<file path="config.mk">
export PLATFORM = sky130hd
export DESIGN_NAME = vpic_top
export DESIGN_NICKNAME = d
export VERILOG_FILES = /design/src/rtl/vpic_pkg.sv /design/src/rtl/vpic_ctrl.sv /design/src/rtl/vpic_arbiter.sv /design/src/rtl/vpic_datapath.sv /design/src/rtl/vpic_top.sv
export SDC_FILE = /design/constraint.sdc
export NUM_CORES = 1
export LEC_CHECK = 0
export BUFFER_PORTS_ARGS = -buffer_cell sky130_fd_sc_hd__buf_4
export CAP_MARGIN = 20
export CORE_AREA = 2 2 217 219
export DETAILED_ROUTE_END_ITERATION = 7
export DIE_AREA = 0 0 219 221
export GPL_TIMING_DRIVEN = 0
export PLACE_DENSITY = 0.41
export SLEW_MARGIN = 0
export SYNTH_ARGS = -nofsm -noshare
export SYNTH_HDL_FRONTEND = slang
export SYNTH_SLANG_ARGS = --single-unit
</file>
<file path="constraint.sdc">
create_clock -name clk -period 34.8 [get_ports clk]
set_input_delay 0 -clock clk [delete_from_list [all_inputs] [get_ports clk]]
set_output_delay 0 -clock clk [all_outputs]
set_load 0.05 [all_outputs]
</file>
<file path="src/rtl/vpic_pkg.sv">
package vpic_pkg;
  localparam int BUS_DW = 32;
  localparam int SW_SRC = 8;
  localparam int VEC_W  = 9;
  localparam int PRIO_W = 4;
  localparam int FIELDS_PER_WORD = BUS_DW / PRIO_W;

  localparam int ADR_SW     = 0;
  localparam int ADR_CTRL   = 1;
  localparam int ADR_CURPRI = 2;
  localparam int ADR_ACK    = 3;
  localparam int ADR_PRI    = 4;

  typedef struct packed {
    logic              swWr;
    logic              ctrlWr;
    logic              curPriWr;
    logic              priWr;
    logic [7:0]        priIdx;
    logic [BUS_DW-1:0] data;
  } regStrobe_t;
endpackage

</file>
<file path="src/rtl/vpic_ctrl.sv">
module vpic_ctrl
  import vpic_pkg::*;
#(
  parameter int ADDR_W    = 8,
  parameter int PRI_WORDS = 3
) (
  input  logic              wrEn,
  input  logic [ADDR_W-1:0] addr,
  input  logic [BUS_DW-1:0] wrData,
  output regStrobe_t        strb
);
  localparam int PRI_END = ADR_PRI + PRI_WORDS;

  int addrInt;
  assign addrInt = int'(addr);

  always_comb begin
    strb      = '0;
    strb.data = wrData;
    if (wrEn) begin
      strb.swWr     = (addrInt == ADR_SW);
      strb.ctrlWr   = (addrInt == ADR_CTRL);
      strb.curPriWr = (addrInt == ADR_CURPRI);
      if (addrInt >= ADR_PRI && addrInt < PRI_END) begin
        strb.priWr  = 1'b1;
        strb.priIdx = 8'(addrInt - ADR_PRI);
      end
    end
  end
endmodule

</file>
<file path="src/rtl/vpic_arbiter.sv">
module vpic_arbiter
  import vpic_pkg::*;
#(
  parameter int NSRC = 24
) (
  input  logic [NSRC-1:0]        req,
  input  logic [NSRC*PRIO_W-1:0] pri,
  output logic                   winValid,
  output logic [PRIO_W-1:0]      winPri,
  output logic [VEC_W-1:0]       winVec
);
  // Ascending scan with a strict compare: equal priorities keep the
  // lower index, and priority 0 can never win.
  always_comb begin
    winValid = 1'b0;
    winPri   = '0;
    winVec   = '0;
    for (int s = 0; s < NSRC; s++) begin
      if (req[s] && (pri[s*PRIO_W +: PRIO_W] > winPri)) begin
        winValid = 1'b1;
        winPri   = pri[s*PRIO_W +: PRIO_W];
        winVec   = VEC_W'(s);
      end
    end
  end
endmodule

</file>
<file path="src/rtl/vpic_datapath.sv">
module vpic_datapath
  import vpic_pkg::*;
#(
  parameter int NUM_PERIPH = 16,
  parameter int ADDR_W     = 8
) (
  input  logic                  clk,
  input  logic                  rstN,
  input  regStrobe_t            strb,
  input  logic [NUM_PERIPH-1:0] periphReq,
  input  logic [ADDR_W-1:0]     rdAddr,
  output logic [BUS_DW-1:0]     rdData,
  output logic                  irqOut,
  output logic [VEC_W-1:0]      vecOut
);
  localparam int NSRC = SW_SRC + NUM_PERIPH;

  logic [SW_SRC-1:0]        swFlag;
  logic                     hwMode;
  logic [PRIO_W-1:0]        curPri;
  logic [PRIO_W-1:0]        priArr [NSRC];
  logic [NSRC*PRIO_W-1:0]   priFlat;
  logic [NSRC-1:0]          reqStage;
  logic                     arbValid, arbValidQ;
  logic [PRIO_W-1:0]        arbPri, arbPriQ, irqPri;
  logic [VEC_W-1:0]         arbVec, arbVecQ, ackVec;
  logic [SW_SRC-1:0]        setMask, clrMask, setOnly;
  logic                     preempt;

  assign setMask = strb.data[SW_SRC-1:0];
  assign clrMask = strb.data[2*SW_SRC-1:SW_SRC];
  assign setOnly = setMask & ~clrMask;

  // Software flags: clear wins over set in the same write
  always_ff @(posedge clk or negedge rstN) begin
    if (!rstN)          swFlag <= '0;
    else if (strb.swWr) swFlag <= (swFlag | setMask) & ~clrMask;
  end

  always_ff @(posedge clk or negedge rstN) begin
    if (!rstN) begin
      hwMode <= 1'b0;
      curPri <= '0;
    end else begin
      if (strb.ctrlWr)   hwMode <= strb.data[0];
      if (strb.curPriWr) curPri <= strb.data[PRIO_W-1:0];
    end
  end

  // Per-source priority fields
  for (genvar s = 0; s < NSRC; s++) begin : g_pri
    localparam int WORD = s / FIELDS_PER_WORD;
    localparam int SLOT = s % FIELDS_PER_WORD;
    always_ff @(posedge clk or negedge rstN) begin
      if (!rstN)
        priArr[s] <= '0;
      else if (strb.priWr && strb.priIdx == 8'(WORD))
        priArr[s] <= strb.data[SLOT*PRIO_W +: PRIO_W];
    end
    assign priFlat[s*PRIO_W +: PRIO_W] = priArr[s];
  end

  // Stage 1: sample all requests (index equals vector number)
  always_ff @(posedge clk or negedge rstN) begin
    if (!rstN) reqStage <= '0;
    else       reqStage <= {periphReq, swFlag};
  end

  vpic_arbiter #(.NSRC(NSRC)) u_arb (
    .req      (reqStage),
    .pri      (priFlat),
    .winValid (arbValid),
    .winPri   (arbPri),
    .winVec   (arbVec)
  );

  // Stage 2: registered arbitration result
  always_ff @(posedge clk or negedge rstN) begin
    if (!rstN) begin
      arbValidQ <= 1'b0;
      arbPriQ   <= '0;
      arbVecQ   <= '0;
    end else begin
      arbValidQ <= arbValid;
      arbPriQ   <= arbPri;
      arbVecQ   <= arbVec;
    end
  end

  // Stage 3: strict compare against current priority
  assign preempt = arbValidQ && (arbPriQ > curPri);

  always_ff @(posedge clk or negedge rstN) begin
    if (!rstN) begin
      irqOut <= 1'b0;
      irqPri <= '0;
      ackVec <= '0;
    end else begin
      irqOut <= preempt;
      irqPri <= arbPriQ;
      if (preempt) ackVec <= arbVecQ;
    end
  end

  assign vecOut = hwMode ? ackVec : '0;

  // Register readback
  int rdIdx;
  assign rdIdx = int'(rdAddr) - ADR_PRI;

  always_comb begin
    rdData = '0;
    case (int'(rdAddr))
      ADR_SW:     rdData[SW_SRC-1:0] = swFlag;
      ADR_CTRL:   rdData[0]          = hwMode;
      ADR_CURPRI: rdData[PRIO_W-1:0] = curPri;
      ADR_ACK:    rdData[VEC_W-1:0]  = ackVec;
      default: begin
        for (int s = 0; s < NSRC; s++) begin
          if (s / FIELDS_PER_WORD == rdIdx)
            rdData[(s % FIELDS_PER_WORD)*PRIO_W +: PRIO_W] = priArr[s];
        end
      end
    endcase
  end

  // Checks next to the logic they guard
  assert_set_takes_R3: assert property (@(posedge clk) disable iff (!rstN)
    strb.swWr |=> ((swFlag & $past(setOnly)) == $past(setOnly)));

  assert_clr_wins_R3: assert property (@(posedge clk) disable iff (!rstN)
    strb.swWr |=> ((swFlag & $past(clrMask)) == '0));

  assert_flags_hold_R3: assert property (@(posedge clk) disable iff (!rstN)
    !strb.swWr |=> $stable(swFlag));

  assert_ack_range_R4: assert property (@(posedge clk) disable iff (!rstN)
    ackVec < VEC_W'(NSRC));

  assert_win_needs_req_R5: assert property (@(posedge clk) disable iff (!rstN)
    arbValid |-> (reqStage != '0));

  assert_irq_outranks_R6: assert property (@(posedge clk) disable iff (!rstN)
    irqOut |-> (irqPri > $past(curPri)));
endmodule

</file>
<file path="src/rtl/vpic_top.sv">
module vpic_top
  import vpic_pkg::*;
#(
  parameter int NUM_PERIPH = 16,
  parameter int ADDR_W     = 8
) (
  input  logic                  clk,
  input  logic                  rstN,
  input  logic [NUM_PERIPH-1:0] periphReq,
  input  logic                  wrEn,
  input  logic [ADDR_W-1:0]     addr,
  input  logic [31:0]           wrData,
  output logic [31:0]           rdData,
  output logic                  irqOut,
  output logic [8:0]            vecOut
);
  localparam int NSRC      = SW_SRC + NUM_PERIPH;
  localparam int PRI_WORDS = (NSRC + FIELDS_PER_WORD - 1) / FIELDS_PER_WORD;

  regStrobe_t strb;

  vpic_ctrl #(.ADDR_W(ADDR_W), .PRI_WORDS(PRI_WORDS)) u_ctrl (
    .wrEn   (wrEn),
    .addr   (addr),
    .wrData (wrData),
    .strb   (strb)
  );

  vpic_datapath #(.NUM_PERIPH(NUM_PERIPH), .ADDR_W(ADDR_W)) u_dp (
    .clk       (clk),
    .rstN      (rstN),
    .strb      (strb),
    .periphReq (periphReq),
    .rdAddr    (addr),
    .rdData    (rdData),
    .irqOut    (irqOut),
    .vecOut    (vecOut)
  );
endmodule

</file>
# Word level (Yosys, flattened, before mapping)
# Index checks and enable logic that the tools add are counted.
# Widths: inputs -> output; s select.
[op_classes]
n_addsub = 1
n_lt_le_gt_ge = 27
eq_ne = 9
mux = 103
bitwise = 3
reduce_logical = 36
[ops]
columns = ["operator", "count"]
rows = [
  ["$mux 9", 24],
  ["$mux 4", 48],
  ["$gt 4x4->1", 24],
  ["$logic_not 32->1", 2],
  ["$eq 2x32->1 const A", 1],
  ["$eq 3x32->1 const A", 1],
  ["$eq 8x2->1 const B", 4],
  ["$logic_and 1x1->1", 29],
  ["$mux 1", 25],
  ["$mux 23", 1],
  ["$eq 8x1->1 const B", 2],
  ["$logic_not 8->1", 2],
  ["$mux 12", 1],
  ["$pmux 3 s4", 1],
  ["$pmux 4 s3", 1],
  ["$sub 8x3->9 const B", 1],
  ["$and 8x8->8", 1],
  ["$eq 8x3->1 const B", 1],
  ["$ge 8x3->1 const B", 1],
  ["$lt 8x3->1 const B", 1],
  ["$not 8->8", 1],
  ["$or 8x8->8", 1],
  ["$gt 4x1->1 const B", 1],
  ["$pmux 1 s4", 1],
  ["4 further kinds", 4],
]
[word_totals]
reg_bits = 157
in_bits = 59

# Longest topological paths before layout
# Gate-level depths: netlist of the first run.
[depth]
ltp_word = 72
depth_mapped = 206

# Hierarchy
# Synthesis of the first run repeated with hierarchy kept, for this count alone.
[unflattened]
cells_unflattened = 1289
hier_area_um2 = 12017.8
[modules_own_cells]
columns = ["module", "instances", "cells_per_inst", "area_each_um2"]
rows = [
  ["vpic_datapath", 1, 497, 6516.2],
  ["vpic_arbiter", 1, 731, 5058.6],
  ["vpic_ctrl", 1, 61, 442.9],
]

# Least setup slack after synthesis of the first run
# No wires, ideal clock.
[synth_path]
path_kind = "reg-to-reg"
from = "register u_dp.reqStage[0]"
to = "register u_dp.arbPriQ[0]"
setup_time_ns = 0.104
t_arrival_ns = 33.594
t_required_ns = 34.696
setup_slack_ns = 1.102
stages_incl_launch_ff = 182
n_path_buf = 7
period_less_slack_ns = 33.698
cell_sequence = "dfrtp_1 -> nand2_1 -> ha_1 -> nor2b_1 -> o211ai_1 -> a21oi_1 -> mux2_2 -> ha_1 -> nor2b_1 -> o311ai_0 -> o31ai_1 -> o211a_1 -> buf_4 -> mux2_2 -> inv_1 -> ha_1 -> a21oi_1 -> maj3_1 -> (+146 left out) -> o21ai_0 -> a31oi_1 -> o211a_1 -> o21ai_0 -> inv_1 -> ha_1 -> nand2_1 -> o311ai_1 -> nand2_2 -> mux2_1 -> ha_1 -> nor2b_1 -> o21a_1 -> o21a_1 -> o211a_1 -> buf_1 -> nor2_1 -> a221oi_1"
[synth_via]
elab_chain_len = 71
[synth_rtl]
columns = ["element", "line", "source"]
rows = [
  ["from (decl)", "vpic_datapath.sv:23", "logic [NSRC-1:0] reqStage;"],
  ["from (signal assigned)", "vpic_datapath.sv:66", "else reqStage <= {periphReq, swFlag};"],
  ["$logic_and 1x1->1 (*)", "vpic_arbiter.sv:19", "if (req[s] && (pri[s*PRIO_W +: PRIO_W] > winPri)) begin"],
  ["$mux 4 (*)", "vpic_arbiter.sv:19", ""],
  ["$gt 4x4->1", "vpic_arbiter.sv:19", ""],
  ["$logic_and 1x1->1", "vpic_arbiter.sv:19", ""],
  ["$mux 4 (*)", "vpic_arbiter.sv:19", ""],
  ["$gt 4x4->1", "vpic_arbiter.sv:19", ""],
  ["$logic_and 1x1->1", "vpic_arbiter.sv:19", ""],
  ["$mux 4 (*)", "vpic_arbiter.sv:19", ""],
  ["(+56 left out)", "n/a", ""],
  ["$mux 4 (*)", "vpic_arbiter.sv:19", ""],
  ["$gt 4x4->1", "vpic_arbiter.sv:19", ""],
  ["$logic_and 1x1->1", "vpic_arbiter.sv:19", ""],
  ["$mux 4 (*)", "vpic_arbiter.sv:19", ""],
  ["$gt 4x4->1", "vpic_arbiter.sv:19", ""],
  ["$logic_and 1x1->1", "vpic_arbiter.sv:19", ""],
  ["$mux 4 (*)", "vpic_arbiter.sv:19", ""],
  ["net u_dp.arbPri[0]", "vpic_datapath.sv:25", "logic [PRIO_W-1:0] arbPri, arbPriQ, irqPri;"],
  ["to (signal assigned)", "vpic_datapath.sv:85", "arbPriQ <= arbPri;"],
  ["to (decl)", "vpic_datapath.sv:25", ""],
]
# The timed path passes the listed nets; every way through them passes the cells marked *.
# A chain may end at the register's enable or synchronous reset.

# Final worst setup path of the first run
[layout_path]
from = "register u_dp.reqStage[0]"
to = "register u_dp.arbPriQ[2]"
# The elaborated chain is that of the path after synthesis.

==> flow_summary.rst, run 1 <==
.. list-table::
   :header-rows: 1

   * - Metric
     - Value
   * - Worst setup slack for register-to-register paths
     - 0.81 ns
   * - Relative slew slack
     - between 20% and 30%
   * - Worst setup timing slack at the placement stage
     - -4.70 ns
   * - Synthesis Warnings
     - 0
   * - Final slew viol count
     - 0
   * - Number of enable-type register cells in the synthesized netlist
     - 0
   * - Maximum number of pins on one net before global-route repair
     - between 80 and 90
   * - Setup TNS
     - 0 ns
   * - Number of top-level design ports
     - 101
   * - Post-CTS clock slew at the launch and capture registers of the worst setup and hold paths
     - 0.07 ns
   * - DR DRC count
     - 0
   * - Die span in y
     - ~220 µm
   * - Clock latency at the later pin of the worst-skew pair
     - 0.47 ns
   * - Cell area after technology mapping
     - 11400 µm²
   * - Non-filler instance count after layout
     - 2226
   * - Achievable Freq
     - 29.4 MHz
   * - Worst-Margin Slew
     - 1.13 ns
   * - Simple-Gate Fraction of Synth Area
     - about 16%
   * - Kind of start point of the critical path
     - flop
   * - Hold violation total from the final report
     - 0
   * - # setup viols final
     - 0
   * - Worst min path class
     - in2async
   * - DP Wirelength
     - 36700 µm
   * - Final clock skew
     - 0.0131 ns
   * - Peak per-stage delay on the critical path
     - 0.53 ns
   * - Number of vias after detailed routing
     - about 12k
   * - Nets@finish
     - 1744
   * - Number of DRC markers after the initial detailed-route iteration
     - between 600 and 700
   * - Highest-delay cell along the critical path
     - or4_4
   * - Run status
     - finished clean
   * - Synthesized netlist cell count
     - approximately 1.3k
   * - Kind of end point of the critical path
     - flop
   * - Wirelength per Cell
     - 22.1 µm
   * - Arrival time at the worst endpoint
     - 34.32 ns
   * - Via count of the first global-routing pass
     - 11.1k
   * - Largest family of logic cells by synthesized area
     - compound AO/OA/AOI/OAI gates
   * - Core region area
     - 46100 µm²
   * - Crit Path Max Fanout
     - 8
   * - Area Growth Syn to Fin
     - 46.4%
   * - Unrepaired setup endpoints after global routing
     - true
   * - Placed Instances
     - 2010
   * - CTS tree
     - done
   * - Total inserted antenna cells
     - 0
   * - Share of the synthesized area in compound gates (AO/OA/AOI/OAI)
     - 22.4%
   * - Cts bufs inserted
     - 17
   * - Die outline area
     - 48400 µm²
   * - Number of synthesized register bits
     - 149
   * - Critical Setup Path Class
     - reg2reg
   * - Fraction of synthesis flops using an asynchronous set or reset pin
     - 100%
   * - Final RePlAce weighted congestion
     - 0.884
   * - Required arrival time at the worst endpoint
     - around 35 ns
   * - H-tree depth
     - 4
   * - Adder-Cell Fraction of Synth Area
     - a little under a tenth
   * - Layout fillers
     - 4805
   * - Initial DRT Pass Iterations
     - 5
   * - Prevailing post-synth register cell
     - dfrtp_1
   * - Area of the multi-input gates
     - 8640 µm²
   * - Mean post-synth cell area
     - 8.74 µm²
   * - Final period demand of the worst path
     - 33.99 ns
   * - Fin crit share
     - between 90% and 100%
   * - Final setup margin
     - 0.807 ns
   * - Total gr overflow
     - 0
   * - Final non-filler cell area
     - 16700 µm²
   * - Overall power
     - 1.35 mW
   * - Average vias per placed instance
     - around 5.2
   * - Count of cell types in the netlist
     - 97
   * - Max Cap Viol
     - 0
   * - Xor and xnor fraction of the mapped netlist area
     - less than 1%
   * - Number of buffers between clock root and the deepest sink
     - 2
   * - Fraction of final layout cells sized beyond drive strength 1
     - 37.2%
   * - First-pass GRT wire length
     - 69900 µm
   * - Antenna violations before repair
     - 0
   * - Number of rows created at floorplan
     - between 70 and 80
   * - Area used by sequential logic in the layout
     - roughly 3700 µm²
   * - Overall routing resource usage
     - 19.5%
   * - Number of nets with antenna violations after routing
     - 0
   * - Chip width
     - about 220 µm
   * - Sink Count
     - 149
   * - Sequential fraction of the synthesis area
     - 32.7%
   * - Peak supply drop
     - roughly 75 µV
   * - Power density over cell area
     - 80.7 nW/µm²
   * - Clock root buffer
     - clkbuf_16
   * - Most prevalent standard cell on the critical path
     - ha_4
   * - Share of cell area taken by muxes after synthesis
     - between 10% and 20%
   * - Leakage component of the power
     - approximately 7.4 nW
   * - Count of buffers from port buffering
     - 96
   * - Area after DPL
     - 12900 µm²
   * - Routed wire length
     - 49200 µm
   * - Starting density of the core
     - 24.7%
-- metrics by stage --
stage | util [%] | hold WS (ns)
after floorplan | - | -0.296
after global placement | 28.0 | 0.110
after detailed placement | 28.0 | 0.0194
after CTS | 32.5 | 0.106
after global routing | 36.2 | 0.148
final | 36.2 | 0.0706
-- sequential cells by signal, summed over array words and instances (netlist names) --
signal,cells
u_dp.ackVec,5
u_dp.arbPriQ,4
u_dp.arbValidQ,1
u_dp.arbVecQ,5
u_dp.curPri,4
u_dp.hwMode,1
u_dp.irqOut,1
u_dp.priArr,96
u_dp.reqStage,24
u_dp.swFlag,8
-- power breakdown --
| group | leakage, nW | switching [mW] | total [mW] | internal (mW) |
|---|---|---|---|---|
| clock | 0.285 | 0.0858 | 0.194 | 0.108 |
| combinational | 5.33 | 0.479 | 0.947 | 0.468 |
| sequential | 1.78 | 0.0136 | 0.205 | 0.191 |
-- synthesized netlist by cell type, types with 4 or more instances --
| cell | count | share of area (%) |
|---|---|---|
| ha_1 | 79 | 8.7 |
| o221ai_1 | 7 | 0.54 |
| buf_4 | 5 | 0.33 |
| mux2_2 | 84 | 8.3 |
| nand3_1 | 31 | 1.4 |
| o211ai_1 | 18 | 1.2 |
| nand2b_1 | 10 | 0.55 |
| a21oi_1 | 94 | 4.1 |
| clkbuf_1 | 40 | 1.3 |
| o31ai_1 | 7 | 0.46 |
| o21ai_0 | 84 | 3.7 |
| and3_1 | 15 | 0.82 |
| inv_1 | 103 | 3.4 |
| o2111ai_1 | 4 | 0.31 |
| o21ai_1 | 8 | 0.35 |
| a21o_1 | 16 | 1.1 |
| a31oi_1 | 22 | 1.2 |
| nor3_1 | 20 | 0.88 |
| or2_2 | 6 | 0.33 |
| o21a_1 | 14 | 0.92 |
| and2_1 | 21 | 1.2 |
| a21boi_0 | 4 | 0.26 |
| nand4_1 | 14 | 0.77 |
| mux2i_1 | 55 | 4.8 |
| buf_1 | 6 | 0.20 |
| maj3_1 | 5 | 0.44 |
| o211a_1 | 10 | 0.88 |
| a211oi_1 | 5 | 0.33 |
| nand2_1 | 122 | 4.0 |
| dfrtp_1 | 149 | 33 |
| nor2b_1 | 11 | 0.60 |
| and4_1 | 4 | 0.31 |
| nor4_1 | 6 | 0.33 |
| o31a_1 | 5 | 0.38 |
| or3_1 | 6 | 0.33 |
| nor2_1 | 110 | 3.6 |
| o22ai_1 | 11 | 0.60 |
-- worst paths after layout --
kind | cells after the start | startpoint | end
max | 182 | u_dp.reqStage[0] | u_dp.arbPriQ[2]
min | 2 | rstN | u_dp.reqStage[19]
max reg2reg | 182 | u_dp.reqStage[0] | u_dp.arbPriQ[2]
min reg2reg | 0 | u_dp.swFlag[5] | u_dp.reqStage[5]
max in group asynchronous | 3 | rstN | u_dp.priArr[93]
min in group clk | 2 | periphReq[10] | u_dp.reqStage[18]
-- cell usage in the layout, fill, tap and decap left out, types with 16 or more instances in the layout --
cell type and instances:
buf_4 216, dfrtp_1 147, nand2_1 108, nor2_1 101
inv_1 87, mux2_2 69, o21ai_0 68, a21oi_1 67
dlygate4sd3_1 58, mux2i_1 44, clkbuf_1 41, ha_1 38
ha_4 34, a21oi_2 20, nand3_1 20, o211ai_1 18
and2_1 17, mux2_4 17, clkbuf_16 17, nor3_1 16
a21o_1 16
-- critical path: cells and delay by family, from the launching register on --
| kind | cells | cell delay [ns] |
|---|---|---|
| compound gates | 69 | 12.32 |
| simple gates | 49 | 7.63 |
| fa+ha+maj | 26 | 6.61 |
| mux | 16 | 4.54 |
| buf+inv | 22 | 2.20 |
| flops | 1 | 0.47 |
-- layout make-up --
class                   instances  area share (%)
well taps                     607            4.56
inverters                     103            2.35
clock inverters                11           0.766
repair buffers                282            14.0
flip-flops and latches        149            22.4
clock buffers                  21            2.70
multi-input cells            1002            51.8
plain buffers                  51            1.42
-- cells by family after synthesis --
| kind of cell | after synthesis |
|---|---|
| and+or+nand+nor | 391 |
| AOI/OAI and AO/OA | 374 |
| buffers and inverters | 157 |
| DFF | 149 |
| muxes | 143 |
| adders and majority gates | 84 |
| xor gates and xnor gates | 4 |
| other | 1 |
-- metal layers --
metal  track usage, %  vias to the layer above  share of wire [%]
met5                0                        -                  0
met4             7.72                        0                2.8
met3             2.60                       60                3.9
met2             31.7                      295                 49
met1             26.0                     5861                 45
li1                 -                     5367                  -
-- timing repair --
item	4_1_cts	5_1_grt
setup endpoints to repair	10	10
gates cloned	1	1
gates resized for setup	100	233
hold buffers	58	0
pin swaps	50	159
setup buffers	60	68
endpoints found under the hold margin	193	0
Note: power is estimated with default switching activity, not from simulation.
==> run 2: changes to the inputs <==
--- a/config.mk
+++ b/config.mk
@@ -11,7 +11,6 @@
 export DETAILED_ROUTE_END_ITERATION = 7
 export DIE_AREA = 0 0 219 221
 export GPL_TIMING_DRIVEN = 0
-export PLACE_DENSITY = 0.41
 export SLEW_MARGIN = 0
 export SYNTH_ARGS = -nofsm -noshare
 export SYNTH_HDL_FRONTEND = slang
==> flow_summary.rst, run 2 (synthesized netlist as in run 1, its figures left out) <==
.. list-table::
   :header-rows: 1

   * - Metric
     - Value
   * - Run status
     - finished clean (unchanged)
   * - Post-CTS clock slew at the launch and capture registers of the worst setup and hold paths
     - 0.07 ns (about the same)
   * - H-tree depth
     - 4 (unchanged)
   * - Leakage component of the power
     - 7.40 nW (was 7.39 nW)
   * - Fin crit share
     - 98.2% (was 97.7%)
   * - Achievable Freq
     - 29.2 MHz (was 29.4 MHz)
   * - Non-filler instance count after layout
     - 2233 (was 2226)
   * - Max Cap Viol
     - 0 (unchanged)
   * - Unrepaired setup endpoints after global routing
     - true (unchanged)
   * - Final RePlAce weighted congestion
     - 0.940 (was 0.884)
   * - Most prevalent standard cell on the critical path
     - ha_4 (unchanged)
   * - Starting density of the core
     - 24.7% (unchanged)
   * - Overall power
     - 1.39 mW (was 1.35 mW)
   * - Number of nets with antenna violations after routing
     - 0 (unchanged)
   * - Number of DRC markers after the initial detailed-route iteration
     - 913 (was 636)
   * - Power density over cell area
     - 82.7 nW/µm² (was 80.7 nW/µm²)
   * - Hold WS
     - 0.0909 ns (was 0.0706 ns)
   * - Crit-path leading delay family
     - compound AO/OA/AOI/OAI gates (unchanged)
   * - Via count of the first global-routing pass
     - 11.2k (was 11.1k)
   * - Crit Path Max Fanout
     - 6 (was 8)
   * - CTS tree
     - done (unchanged)
   * - Arrival time at the worst endpoint
     - 34.51 ns (was 34.32 ns)
   * - Number of rows created at floorplan
     - 79 (unchanged)
   * - Cts bufs inserted
     - 17 (unchanged)
   * - Setup TNS
     - 0 ns (unchanged)
   * - Final core occ
     - 36.5% (was 36.2%)
   * - Area after DPL
     - 12900 µm² (about the same)
   * - Worst min path class
     - in2async (unchanged)
   * - Nets@finish
     - 1751 (was 1744)
   * - Peak per-stage delay on the critical path
     - 0.53 ns (about the same)
   * - Peak supply drop
     - 78.0 µV (was 74.9 µV)
   * - Area Growth Syn to Fin
     - 47.7% (was 46.4%)
   * - Clock root buffer
     - clkbuf_16 (unchanged)
   * - Number of buffers between clock root and the deepest sink
     - 2 (unchanged)
   * - Die outline area
     - 48400 µm² (unchanged)
   * - Antenna violations before repair
     - 0 (unchanged)
   * - Core region area
     - 46100 µm² (unchanged)
   * - First-pass GRT wire length
     - 64900 µm (was 69900 µm)
   * - Die span in y
     - 221 µm (unchanged)
   * - Number of top-level design ports
     - 101 (unchanged)
   * - Number of vias after detailed routing
     - 11.7k (was 11.6k)
   * - Critical Setup Path Class
     - reg2reg (unchanged)
   * - Leading cell type in the layout, fill and taps excluded
     - buf_4 (unchanged)
   * - # setup viols final
     - 0 (unchanged)
   * - Biggest registers after layout
     - u_dp.priArr: 96 flops, u_dp.reqStage: 24 flops, u_dp.swFlag: 8 flops (unchanged)
   * - Kind of start point of the critical path
     - flop (unchanged)
   * - Final setup margin
     - 0.611 ns (was 0.807 ns)
   * - Commonest cells after routing, fill and taps aside
     - buf_4, dfrtp_1, nand2_1 (unchanged)
   * - DP Wirelength
     - 33400 µm (was 36700 µm)
   * - Wirelength per Cell
     - 20.4 µm (was 22.1 µm)
   * - Crit path buf inv count
     - 18 (was 22)
   * - Overall routing resource usage
     - 17.6% (was 19.5%)
   * - Worst-Margin Slew
     - 0.950 ns (was 1.13 ns)
   * - Final clock skew
     - 0.00743 ns (was 0.0131 ns)
   * - Biggest register
     - u_dp.priArr (unchanged)
   * - Relative slew slack
     - 36.7% (was 24.2%)
   * - Layout fillers
     - 4645 (was 4805)
   * - Initial DRT Pass Iterations
     - 6 (was 5)
   * - Required arrival time at the worst endpoint
     - 35.12 ns (was 35.13 ns)
   * - Total inserted antenna cells
     - 0 (unchanged)
   * - Total gr overflow
     - 0 (unchanged)
   * - Worst setup timing slack at the placement stage
     - -4.57 ns (was -4.70 ns)
   * - Maximum number of pins on one net before global-route repair
     - 92 (was 82)
   * - Routed wire length
     - 45500 µm (was 49200 µm)
   * - Hold violation total from the final report
     - 0 (unchanged)
   * - Number of flip-flops in the largest register
     - 96 (unchanged)
   * - Average vias per placed instance
     - 5.24 (was 5.20)
   * - Clock latency at the later pin of the worst-skew pair
     - 0.45 ns (was 0.47 ns)
   * - Fraction of final layout cells sized beyond drive strength 1
     - 37.6% (was 37.2%)
   * - Kind of end point of the critical path
     - flop (unchanged)
   * - Final slew viol count
     - 0 (unchanged)
   * - Chip width
     - 219 µm (unchanged)
   * - Count of buffers from port buffering
     - 96 (unchanged)
   * - Placed Instances
     - 2010 (unchanged)
   * - DR DRC count
     - 0 (unchanged)
   * - Sink Count
     - 149 (unchanged)
   * - Final period demand of the worst path
     - 34.19 ns (was 33.99 ns)
   * - Highest-delay cell along the critical path
     - or4_4 (unchanged)
   * - Final non-filler cell area
     - 16800 µm² (was 16700 µm²)
==> run 2: cell types whose count changed in the layout (fill, tap and decap cells not counted), moves of 3 or more <==
cell / previous run / this run
buf_4: 216 / 227
buf_6: 13 / 10
clkbuf_1: 41 / 38
clkinv_4: 5 / 0
clkinvlp_4: 0 / 5
ha_2: 7 / 2
ha_4: 34 / 38
inv_2: 14 / 17
inv_6: 1 / 4
inv_8: 0 / 3
nand2_2: 11 / 7
nand3_2: 9 / 5
nand3_4: 2 / 5
nor2b_4: 4 / 1
==> run 2: power breakdown <==
part	internal, mW	total, mW	leakage [nW]	switching [mW]
clock	0.102	0.188	0.272	0.0854
sequential	0.191	0.204	1.78	0.0125
combinational	0.480	0.999	5.35	0.519
==> run 2: final timing paths <==
kind | from | to | slack (ns) | cells past startpoint
max in group asynchronous | rstN | u_dp.priArr[58] | 33.83 | 3
hold reg to reg | u_dp.swFlag[0] | u_dp.reqStage[0] | 0.44 | 0
min in group clk | addr[7] | u_dp.hwMode | 0.17 | 5
setup / recovery | u_dp.reqStage[0] | u_dp.arbPriQ[0] | 0.61 | 180
setup reg to reg | u_dp.reqStage[0] | u_dp.arbPriQ[0] | 0.61 | 180
hold / removal | rstN | u_dp.reqStage[0] | 0.09 | 2
==> run 2: what timing repair did <==
action / 4_1_cts / 5_1_grt
pin swaps: 59 / 155
hold buffers: 58 / 0
gates resized for setup: 114 / 222
cloned: 1 / 1
setup buffers: 66 / 70
endpoints found under the setup margin: 10 / 10
hold endpoints to repair: 183 / 0
==> run 2: worst register-to-register path: cells and delay by family, from the launching register on <==
kind / cells / cell delay (ns)
buffers and inverters: 18 / 2.03
multiplexers: 15 / 4.27
AND/OR/NAND/NOR: 54 / 8.79
flip-flops: 1 / 0.46
AO/OA/AOI/OAI: 67 / 11.80
adder cells (fa/ha/maj): 26 / 6.72
==> run 2: final cells by class <==
cell class | instances | area [µm²] | share of cell area, %
multi-input cells | 1002 | 8750 | 52.0
clock buffers | 18 | 439 | 2.61
plain buffers | 49 | 214 | 1.27
flip-flops and latches | 149 | 3730 | 22.2
repair buffers | 291 | 2390 | 14.2
clock inverters | 14 | 141 | 0.841
inverters | 103 | 389 | 2.31
well taps | 607 | 759 | 4.52
==> run 2: per-layer routing <==
metal / part of all wire (%) / track usage (%)
met5: 0 / 0
met2: 50 / 29.7
met1: 40 / 21.8
met4: 4.9 / 8.22
met3: 5.3 / 2.78
